<file path="src/rtl/xcs_pkg.sv">
package xcs_pkg;

  localparam int IMM_W   = 8;
  localparam int ENTRY_W = 18;

  typedef struct packed {
    logic             rx;
    logic             tx;
    logic             rsv15;
    logic             bus_lo;
    logic             rsv13;
    logic             cs_lo;
    logic [1:0]       lanes;
    logic             expo;
    logic             xfer;
    logic [IMM_W-1:0] imm;
  } entry_t;

  localparam logic [1:0] LANES_SINGLE = 2'b01;

endpackage

</file>
<file path="src/rtl/xcs_chunk_pick.sv">
module xcs_chunk_pick
  import xcs_pkg::*;
#(
  parameter int LEN_W = 32,
  localparam int K_W  = $clog2(LEN_W)
) (
  input  logic [LEN_W-1:0] rem_i,
  output logic             big_o,
  output logic [K_W-1:0]   k_o
);

  // remainder is above the immediate range when any bit at IMM_W or higher is set
  assign big_o = |rem_i[LEN_W-1:IMM_W];

  // lowest set bit at or above IMM_W; the descending scan leaves the lowest one
  always_comb begin
    k_o = K_W'(IMM_W);
    for (int i = LEN_W - 1; i >= IMM_W; i--) begin
      if (rem_i[i]) k_o = K_W'(i);
    end
  end

endmodule

</file>
<file path="src/rtl/xcs_entry_fmt.sv">
module xcs_entry_fmt
  import xcs_pkg::*;
#(
  parameter int LEN_W = 32,
  localparam int K_W  = $clog2(LEN_W)
) (
  input  logic             clk,
  input  logic             rst_n,
  input  logic             chk_en_i,
  input  logic             big_i,
  input  logic [K_W-1:0]   k_i,
  input  logic [IMM_W-1:0] rem_lo_i,
  input  logic             rx_i,
  output entry_t           entry_o,
  output logic [LEN_W-1:0] bytes_o
);

  logic [IMM_W:0] rounded;

  // receive remainder rounded up to a whole word
  assign rounded = ({1'b0, rem_lo_i} + (IMM_W+1)'(3)) & ~(IMM_W+1)'(3);

  always_comb begin
    entry_o        = '0;
    entry_o.xfer   = 1'b1;
    entry_o.lanes  = LANES_SINGLE;
    entry_o.cs_lo  = 1'b1;
    entry_o.bus_lo = 1'b1;
    entry_o.tx     = ~rx_i;
    entry_o.rx     = rx_i;
    if (big_i) begin
      entry_o.expo = 1'b1;
      entry_o.imm  = IMM_W'(k_i);
      bytes_o      = LEN_W'(1) << k_i;
    end else if (rx_i && rounded[IMM_W]) begin
      entry_o.expo = 1'b1;
      entry_o.imm  = IMM_W'(IMM_W);
      bytes_o      = LEN_W'(1) << IMM_W;
    end else if (rx_i) begin
      entry_o.imm  = rounded[IMM_W-1:0];
      bytes_o      = LEN_W'(rounded);
    end else begin
      entry_o.imm  = rem_lo_i;
      bytes_o      = LEN_W'(rem_lo_i);
    end
  end

  // a direct receive entry is always word sized
  assert_rx_word_R4: assert property (@(posedge clk) disable iff (!rst_n)
    (chk_en_i && entry_o.rx && !entry_o.expo) |-> (entry_o.imm[1:0] == 2'b00));

  // an exponent entry never codes a chunk smaller than the immediate range
  assert_exp_min_R1: assert property (@(posedge clk) disable iff (!rst_n)
    (chk_en_i && entry_o.expo) |-> (entry_o.imm >= IMM_W'(IMM_W)));

  // direction bits are exclusive
  assert_dir_onehot_R3: assert property (@(posedge clk) disable iff (!rst_n)
    chk_en_i |-> ($countones({entry_o.rx, entry_o.tx}) == 1));

endmodule

</file>
<file path="src/rtl/xfer_cmd_splitter.sv">
module xfer_cmd_splitter
  import xcs_pkg::*;
#(
  parameter int LEN_W  = 32,
  localparam int K_W   = $clog2(LEN_W),
  localparam int CNT_W = $clog2(LEN_W - IMM_W + 2)
) (
  input  logic               clk,
  input  logic               rst_n,
  input  logic               start_i,
  input  logic               dir_rx_i,
  input  logic [LEN_W-1:0]   len_i,
  output logic               busy_o,
  output logic               done_o,
  input  logic               dfifo_empty_i,
  output logic               ent_valid_o,
  input  logic               ent_ready_i,
  output logic [ENTRY_W-1:0] ent_data_o,
  output logic [LEN_W-1:0]   ent_bytes_o,
  output logic [CNT_W-1:0]   ent_count_o
);

  typedef enum logic {ST_IDLE, ST_EMIT} state_t;

  // asynchronous assert, synchronous release
  logic [1:0] rst_sync_q;
  logic       rst_int_n;

  always_ff @(posedge clk or negedge rst_n) begin
    if (!rst_n) rst_sync_q <= 2'b00;
    else        rst_sync_q <= {rst_sync_q[0], 1'b1};
  end
  assign rst_int_n = rst_sync_q[1];

  state_t           state_q, state_d;
  logic [LEN_W-1:0] rem_q, rem_d;
  logic             rx_q, rx_d;
  logic             done_q, done_d;
  logic [CNT_W-1:0] cnt_q, cnt_d;

  logic             big;
  logic [K_W-1:0]   k;
  entry_t           entry;
  logic [LEN_W-1:0] bytes;
  logic             fire;
  logic             last;

  xcs_chunk_pick #(.LEN_W(LEN_W)) u_pick (
    .rem_i (rem_q),
    .big_o (big),
    .k_o   (k)
  );

  xcs_entry_fmt #(.LEN_W(LEN_W)) u_fmt (
    .clk      (clk),
    .rst_n    (rst_int_n),
    .chk_en_i (ent_valid_o),
    .big_i    (big),
    .k_i      (k),
    .rem_lo_i (rem_q[IMM_W-1:0]),
    .rx_i     (rx_q),
    .entry_o  (entry),
    .bytes_o  (bytes)
  );

  assign ent_valid_o = (state_q == ST_EMIT) && dfifo_empty_i;
  assign fire        = ent_valid_o && ent_ready_i;
  assign last        = !big || (rem_q == bytes);

  always_comb begin
    state_d = state_q;
    rem_d   = rem_q;
    rx_d    = rx_q;
    done_d  = 1'b0;
    cnt_d   = cnt_q;
    unique case (state_q)
      ST_IDLE: begin
        if (start_i) begin
          rx_d  = dir_rx_i;
          rem_d = len_i;
          cnt_d = '0;
          if (len_i == '0) done_d  = 1'b1;
          else             state_d = ST_EMIT;
        end
      end
      ST_EMIT: begin
        if (fire) begin
          cnt_d = cnt_q + CNT_W'(1);
          if (last) begin
            rem_d   = '0;
            state_d = ST_IDLE;
            done_d  = 1'b1;
          end else begin
            rem_d = rem_q - bytes;
          end
        end
      end
      default: state_d = ST_IDLE;
    endcase
  end

  always_ff @(posedge clk or negedge rst_int_n) begin
    if (!rst_int_n) begin
      state_q <= ST_IDLE;
      rem_q   <= '0;
      rx_q    <= 1'b0;
      done_q  <= 1'b0;
      cnt_q   <= '0;
    end else begin
      state_q <= state_d;
      rem_q   <= rem_d;
      rx_q    <= rx_d;
      done_q  <= done_d;
      cnt_q   <= cnt_d;
    end
  end

  assign busy_o      = (state_q == ST_EMIT);
  assign done_o      = done_q;
  assign ent_data_o  = entry;
  assign ent_bytes_o = bytes;
  assign ent_count_o = cnt_q;

  // a stalled entry holds its contents
  assert_hold_R6: assert property (@(posedge clk) disable iff (!rst_int_n)
    (ent_valid_o && !ent_ready_i) |=> ($stable(ent_data_o) && $stable(ent_bytes_o)));

  // done lasts a single cycle and follows the final accept
  assert_done_pulse_R8: assert property (@(posedge clk) disable iff (!rst_int_n)
    done_o |=> !done_o);

  assert_done_idle_R8: assert property (@(posedge clk) disable iff (!rst_int_n)
    done_o |-> !busy_o);

  // an empty request completes without emitting
  assert_zero_len_R7: assert property (@(posedge clk) disable iff (!rst_int_n)
    (start_i && !busy_o && (len_i == '0)) |=> (done_o && !busy_o && !ent_valid_o));

  // a start while busy leaves the entry count alone
  assert_busy_start_R9: assert property (@(posedge clk) disable iff (!rst_int_n)
    (busy_o && start_i && !fire) |=> $stable(ent_count_o));

  // each accepted entry advances the count by one
  assert_count_step_R10: assert property (@(posedge clk) disable iff (!rst_int_n)
    fire |=> (ent_count_o == $past(ent_count_o) + CNT_W'(1)));

  // nothing is offered outside a request
  assert_valid_busy_R5: assert property (@(posedge clk) disable iff (!rst_int_n)
    ent_valid_o |-> busy_o);

endmodule

</file>
<file path="config.mk">
export PLATFORM = sky130hd
export DESIGN_NAME = xfer_cmd_splitter
export DESIGN_NICKNAME = d
export VERILOG_FILES = /design/src/rtl/xcs_pkg.sv /design/src/rtl/xcs_chunk_pick.sv /design/src/rtl/xcs_entry_fmt.sv /design/src/rtl/xfer_cmd_splitter.sv
export SDC_FILE = /design/constraint.sdc
export NUM_CORES = 1
export LEC_CHECK = 0
export ABC_AREA = 1
export BUFFER_PORTS_ARGS = -buffer_cell sky130_fd_sc_hd__buf_2
export CAP_MARGIN = 20
export CORE_ASPECT_RATIO = 1.2
export CORE_UTILIZATION = 40
export DETAILED_ROUTE_END_ITERATION = 10
export GPL_ROUTABILITY_DRIVEN = 0
export PLACE_DENSITY = 0.71
export SLEW_MARGIN = 20
export SYNTH_ARGS = -nofsm -noshare
export SYNTH_HDL_FRONTEND = slang
export SYNTH_HIERARCHICAL = 1
export SYNTH_SLANG_ARGS = --single-unit
</file>
<file path="constraint.sdc">
create_clock -name clk -period 2.8 [get_ports clk]
set_input_delay 0.28 -clock clk [delete_from_list [all_inputs] [get_ports clk]]
set_output_delay 0.28 -clock clk [all_outputs]
set_load 0.05 [all_outputs]
</file>
* Word level (Yosys, flattened, before mapping)
Cells that the tools add are included.
** Storage, ports and cells
- Register bits after elaboration :: 42
- Latch bits :: 0
- Word-level logic and storage cells :: 73
- Output and inout port bits :: 58
- Memory bits (writable) :: 0
- ROM bits :: 0
- Memories :: 0
** Cells by class
- Equal/unequal tests :: 3
- Bitwise logic cells :: 2
- Reductions and logical operators :: 9
- Shift operators :: 1
- Divide/modulo/power cells :: 0
- $lt $le $gt $ge :: 0
- Multiplexer cells :: 49
- Add/subtract/negate cells :: 3
- Multiply operators :: 0
** Operators with widths (number)
- $mux 32 :: 5
- $mux 5 :: 26
- $pmux 32 s2 :: 1
- $eq 32x32->1 :: 1
- $logic_not 32->1 :: 1
- $shl 1x5->32 const A :: 1
- $sub 32x32->32 :: 1
- $mux 8 :: 3
- $reduce_or 24->1 :: 1
- $mux 1 :: 10
- $pmux 5 s2 :: 1
- $add 8x2->9 const B :: 1
- $mux 9 :: 1
- $add 5x1->5 const B :: 1
- $pmux 1 s2 :: 2
- $reduce_and 2->1 :: 2
- $logic_and 1x1->1 :: 3
- $ne 2x1->1 const B :: 1
- $ne 2x2->1 const B :: 1
- $not 1->1 :: 2
- $logic_not 1->1 :: 1
- $logic_or 1x1->1 :: 1

* Depth between registers and ports, before layout
- Depth in word-level cells :: 31
- Gate-level depth with buffers :: 42
- Mapped depth without buffers :: 41

* Modules after synthesis
Netlist, hierarchy kept.
** By module, submodules not included
- xfer_cmd_splitter :: cells each 755, area each 4615.7 µm², times used 1
- xcs_entry_fmt :: cells each 135, area each 683.2 µm², times used 1
- xcs_chunk_pick :: cells each 77, area each 321.6 µm², times used 1

* Least setup slack after synthesis
OpenSTA, ideal clock, no wires.
- Path kind :: reg2reg
- Start point :: register rem_q[31]
- End point :: register rem_q[28]
- Cell stages (with the launch flop) :: 38
- Data arrival time :: 4.194 ns
- Path slack :: -1.509 ns
- Path buffers :: 1
- Period minus slack after synthesis :: 4.309 ns
- Library setup time :: 0.115 ns
- Path through :: dfrtp_1 > nand2_1 > nand2_1 > nand2_1 > nand2_1 > nand2_1 > nand2_1 > nand2_1 > nand2_1 > nand2_1 > nand2_1 > nand2_1 > nand2_1 > nand2_1 > nand2_1 > nand2_1 > nand2_1 > nand2_1 > [... 2 more ...] > nand2_1 > nand2_1 > a21oi_2 > buf_6 > nor2_4 > nand3_1 > o21ai_0 > ha_1 > fa_1 > inv_1 > nand3_1 > nand3_1 > nand3_1 > nand3_1 > nand2_1 > nand3_1 > nand3_2 > nand2_2
** On the way
- Cells in the longest elaborated chain, start to end :: 31
- Elaborated cells on any way between the ends :: 34
- Classes of those cells :: 1 x add/sub; 1 x eq/ne; 1 x shift; 28 x mux; 3 x reduce/logical
** RTL lines
- from (decl) :: RTL line xfer_cmd_splitter.sv:36 : logic [LEN_W-1:0] rem_q, rem_d;
- from (signal assigned) :: RTL line xfer_cmd_splitter.sv:111 : rem_q <= rem_d;
- $mux 5 * (24 in a row) :: RTL line xcs_chunk_pick.sv:19 : if (rem_i[i]) k_o = K_W'(i);
- named net k[0] :: RTL line xfer_cmd_splitter.sv:42 : logic [K_W-1:0] k;
- $shl 1x5->32 * :: RTL line xcs_entry_fmt.sv:34 : bytes_o = LEN_W'(1) << k_i;
- $mux 32 * :: RTL line xcs_entry_fmt.sv:31 : if (big_i) begin
- named net ent_bytes_o[0] :: RTL line xfer_cmd_splitter.sv:19 : output logic [LEN_W-1:0] ent_bytes_o,
- parallel branches: the longest is 2 deep, another holds $sub 32x32->32
- $mux 32 * :: RTL line xfer_cmd_splitter.sv:89 : if (last) begin
- $mux 32 * :: RTL line xfer_cmd_splitter.sv:87 : if (fire) begin
- $pmux 32 s2 * :: RTL line xfer_cmd_splitter.sv:76 : unique case (state_q)
Mark *: on every way through the listed nets, which the timed path passes. The select of a mux whose other input is x is not followed.
A chain may end at the register's enable or synchronous reset.

* Worst setup path in the final report
- Start point :: register rem_q[30]
- End point :: register rem_q[27]
** On the way
- Cells in the longest elaborated chain, start to end :: 30
- Elaborated cells on any way between the ends :: 33
- Classes of those cells :: 1 x add/sub; 1 x eq/ne; 1 x shift; 27 x mux; 3 x reduce/logical
** RTL lines (RTL line)
- $mux 5 * (23 in a row) :: xcs_chunk_pick.sv:19
- named net k[0] :: xfer_cmd_splitter.sv:42
- $shl 1x5->32 * :: xcs_entry_fmt.sv:34
- $mux 32 * :: xcs_entry_fmt.sv:31
- parallel branches: the longest is 2 deep, another holds $sub 32x32->32
- $mux 32 * :: xfer_cmd_splitter.sv:89
- $mux 32 * :: xfer_cmd_splitter.sv:87
- $pmux 32 s2 * :: xfer_cmd_splitter.sv:76
Marks and branches as above.

==> summary.md <==
| Metric | Value |
|---|---|
| Outcome | complete, but fails checks |
| Violations in the final reports | DRC, setup timing |
| Synth top area share | a little over a fifth |
| Arr. time, crit path | between 4 and 5 ns |
| WHS Endpoint | rx_q$_DFFE_PN0P_ |
| WL/cell | 18.8 µm |
| Critical path class | flop to flop |
| Worst Path Max Fanout | 8 |
| Hold crit path type | primary input to flop |
| Crit share post-route | 149% |
| Setup WS post-layout | -1.36 ns |
| GRT overflow | 0 |
| Core Box Area | about 14,000 µm² |
| Buf+Inv Stages, Crit Path | 9 |
| Fin Setup TNS | -65.75 ns |
| Pwr per Cell Area | between 1000 and 1500 nW/µm² |
| Via density | 5.52 |
| H-tree levels | 2 |
| # clock sinks | 42 |
| Ys Warns | 6 |
| Via count | approximately 7,900 |
| Root buf cell | clkbuf_16 |
| Peak supply drop | a little over 0.001 V |
| Met2 Wirelength | around 13 mm |
| Register share of total power | 9.1% |
| Pint | 5.92 mW |
| Cell family with most CP delay | simple AND/OR/NAND/NOR gates |
| Synth Instances | ~970 |
| I/O pin cnt | 96 |
| # rows | 47 |
| Area Overhead vs Synth | 70.7% |
| Die height | around 130 µm |
| # port buffers | 88 |
| Routed wire length | between 20 and 30 mm |
| Slowest stage delay, CP | 0.38 ns |
| Placed cells | between 1,000 and 1,500 |
| Avg Cell Area, Syn | ~5.8 µm² |
| Reg2reg setup slack | -1.36 ns |
| FILL cells | between 900 and 1,000 |
| Worst path required time | about 3.0 ns |
| Antenna diode count | 0 |
| Total GRT Usage | 35.9% |
| Final hold vios | 0 |
| WL met1 | between 9 and 10 mm |
| Peak Freq | 240 MHz |
| ANT nets after route | 0 |
| Crit end category | flop |
| Final std cells w/o fill | ~1,400 |
| Clock power share | under 10% |
| Slowest CP cell | dfrtp_1 |
| Comb pwr share | ~86% |
| Sw power | between 6 and 7 mW |
| Crit path time final | 4.16 ns |
| Worst-Margin Slew | about 0.94 ns |
| Crit start category | flop |
| CTS max path bufs | 2 |
| Max_cap viols | 0 |
| Vias in the first global route | between 7,000 and 8,000 |
| Clock insertion delay at the later pin of the skew report | around 0.31 ns |
| # nets final | roughly 1,300 |
| Clock buffers created by TritonCTS | 5 |
| R2R Path End | rem_q[27]$_DFFE_PN0P_ |
| Drt first pass iters | 8 |
| First-pass GRT wire length | just under 40 mm |
| Seq/Total Area, Yosys | 18.7% |
| Initial antenna violation count | 0 |
| Worst r2r src | rem_q[30]$_DFFE_PN0P_ |
| 1st-iter DRT viols | 731 |
| Largest net degree at the start of global routing | between 40 and 50 |
| HPWL after DPL | 17.9 mm |
| Static leakage | 5.07 nW |
| Worst Reg-to-Reg Cells | 40 |
| Seq cells post-synth | 42 |
| DR DRC count | 2 |
| Clock Pin Slew Worst Setup and Hold Paths | ~0.07 ns |
| CTS tree | built |
| Net Sw Frac | between 50% and 60% |
| Cell Area, Synth | approximately 5600 µm² |
| Synth area leader | nand2_1 |
| Total power | between 10 and 15 mW |
| Fin Clk Skew | between 0.009 and 0.01 ns |
| Hold Crit Start | dir_rx_i |
| Setup Viol. Count Final | 74 |
| Unrepaired setup endpoints after global routing | yes |
| Horiz. Die Dim | approximately 110 µm |
| Critical Path Most Common Cell | nand2_1 |
| Initial Util | 40.8% |
| Die ar. | 14,500 µm² |
| Place WS | -1.04 ns |
| Met3 WL | about 2.2 mm |
| Slew Limit Fails | 0 |
| Rel. slew slack | ~37% |
| Top cells by area, synth | nand2_1 (21%), dfrtp_1 (19%), inv_1 (14%) |
| Top layer in use | met4 |
| Yosys cell types | 49 |
| Hold path depth | 3 |
| Share of cells above drive strength 1 | between 40% and 50% |
-- per-stage QoR --
stage                     hold WS (ns)  utilization, %  cell area [µm²]
after floorplan                -0.0156               -             6130
after global placement          0.0649            58.8             8090
after detailed placement        0.0658            58.8             8090
after CTS                        0.177            66.8             9190
after global routing             0.198            69.7             9600
final                            0.168            69.7             9600
-- power groups by stage --
stage	logic [mW]	registers [mW]	clock network [mW]
2_1_floorplan	5.22	1.24	0
3_3_place_gp	8.59	1.13	0
3_5_place_dp	8.73	1.13	0
4_1_cts	9.77	1.12	0.612
5_1_grt	11.7	1.19	0.638
6_report	11.0	1.16	0.617
-- placed cells by master, fill, tap and decap left out, types with 3 or more instances in the layout --
cell         n
dfrtp_1     41
nor2_2      19
nor3_4       4
clkbuf_16    6
conb_1       8
nor3_1       4
buf_2       49
o21ai_0      5
nand2_4      9
buf_4      174
nor2_1      57
buf_6       43
ha_4        26
inv_4        3
nand3_4     12
a21oi_2      6
inv_2       25
nand3_2     21
buf_12       8
inv_1      191
nand4_1     19
nor4_1       8
o21ai_4      5
buf_8       32
ha_1         6
a22o_1      31
nand2_1    273
nand3_1     35
a21oi_1     15
xnor2_1      8
o21bai_1    11
nand2_2     44
nand3b_1     4
nor2_4      30
-- logic make-up after synthesis --
group | count (synthesis) | synth area share [%]
other | 3 | 0.200
buffers and inverters | 246 | 18.3
AND/OR/NAND/NOR | 549 | 43.3
adder cells (fa/ha/maj) | 34 | 7.70
AO/OA/AOI/OAI | 84 | 10.4
XOR/XNOR | 9 | 1.40
flip-flops | 42 | 18.7
-- what timing repair did --
item	in CTS	in global routing
setup buffers	28	10
setup endpoints to repair	72	75
cloned	1	0
hold endpoints to repair	2	0
pin swaps	32	41
gates resized for setup	191	89
hold buffers	1	0
-- cell type report --
class                   count  area, µm²  share of cell area [%]
inverters                 223        858                    8.95
repair buffers            308       2710                    28.3
flip-flops and latches     42       1050                    11.0
multi-input cells         684       4600                    48.0
repair inverters            1       11.3                   0.117
well taps                 171        214                    2.23
clock buffers               6        129                    1.34
clock inverters             2       13.8                   0.143
-- worst min-delay path: stages --
cell and delay (ns):
buf_2 0.08, nand2_1 0.05, nand2_1 0.05
-- worst max-delay path by stage --
stage | start | endpoint | depth (start not counted)
2_1_floorplan | rem_q[30]$_DFFE_PN0P_ | rem_q[26]$_DFFE_PN0P_ | 40
3_3_place_gp | rem_q[30]$_DFFE_PN0P_ | rem_q[25]$_DFFE_PN0P_ | 36
3_5_place_dp | rem_q[30]$_DFFE_PN0P_ | rem_q[25]$_DFFE_PN0P_ | 38
4_1_cts | rem_q[30]$_DFFE_PN0P_ | rem_q[25]$_DFFE_PN0P_ | 39
5_1_grt | rem_q[30]$_DFFE_PN0P_ | rem_q[11]$_DFFE_PN0P_ | 39
6_report | rem_q[30]$_DFFE_PN0P_ | rem_q[27]$_DFFE_PN0P_ | 40
-- sequential cells by signal, indices dropped and copies added, names as in the netlist --
signal	flops
rem_q	32
ent_count_o	5
rst_sync_q	2
busy_o	1
done_o	1
rx_q	1
-- synthesized netlist by cell type (all sizes together) --
library cell / instances
o21ai: 12
nor4: 10
nand2: 326
ha: 33
inv: 221
a22o: 31
a311oi: 1
xnor2: 8
and3: 1
nor3: 8
clkbuf: 3
a31oi: 1
and2: 2
clkinv: 2
o21a: 1
conb: 3
buf: 20
or2: 5
o31ai: 1
a21o: 1
dfrtp: 42
a211oi: 1
nor2: 106
a21oi: 23
nand4: 19
nand3b: 4
fa: 1
xor2: 1
o21bai: 12
nand3: 68
-- per-layer routing --
metal / up-vias / track usage [%]
met3: 166 / 8.95
met4: 0 / 29.0
met2: 518 / 58.2
li1: 3580 / -
met5: - / 0
met1: 3673 / 38.9
Power figures use the tool's default switching activity.
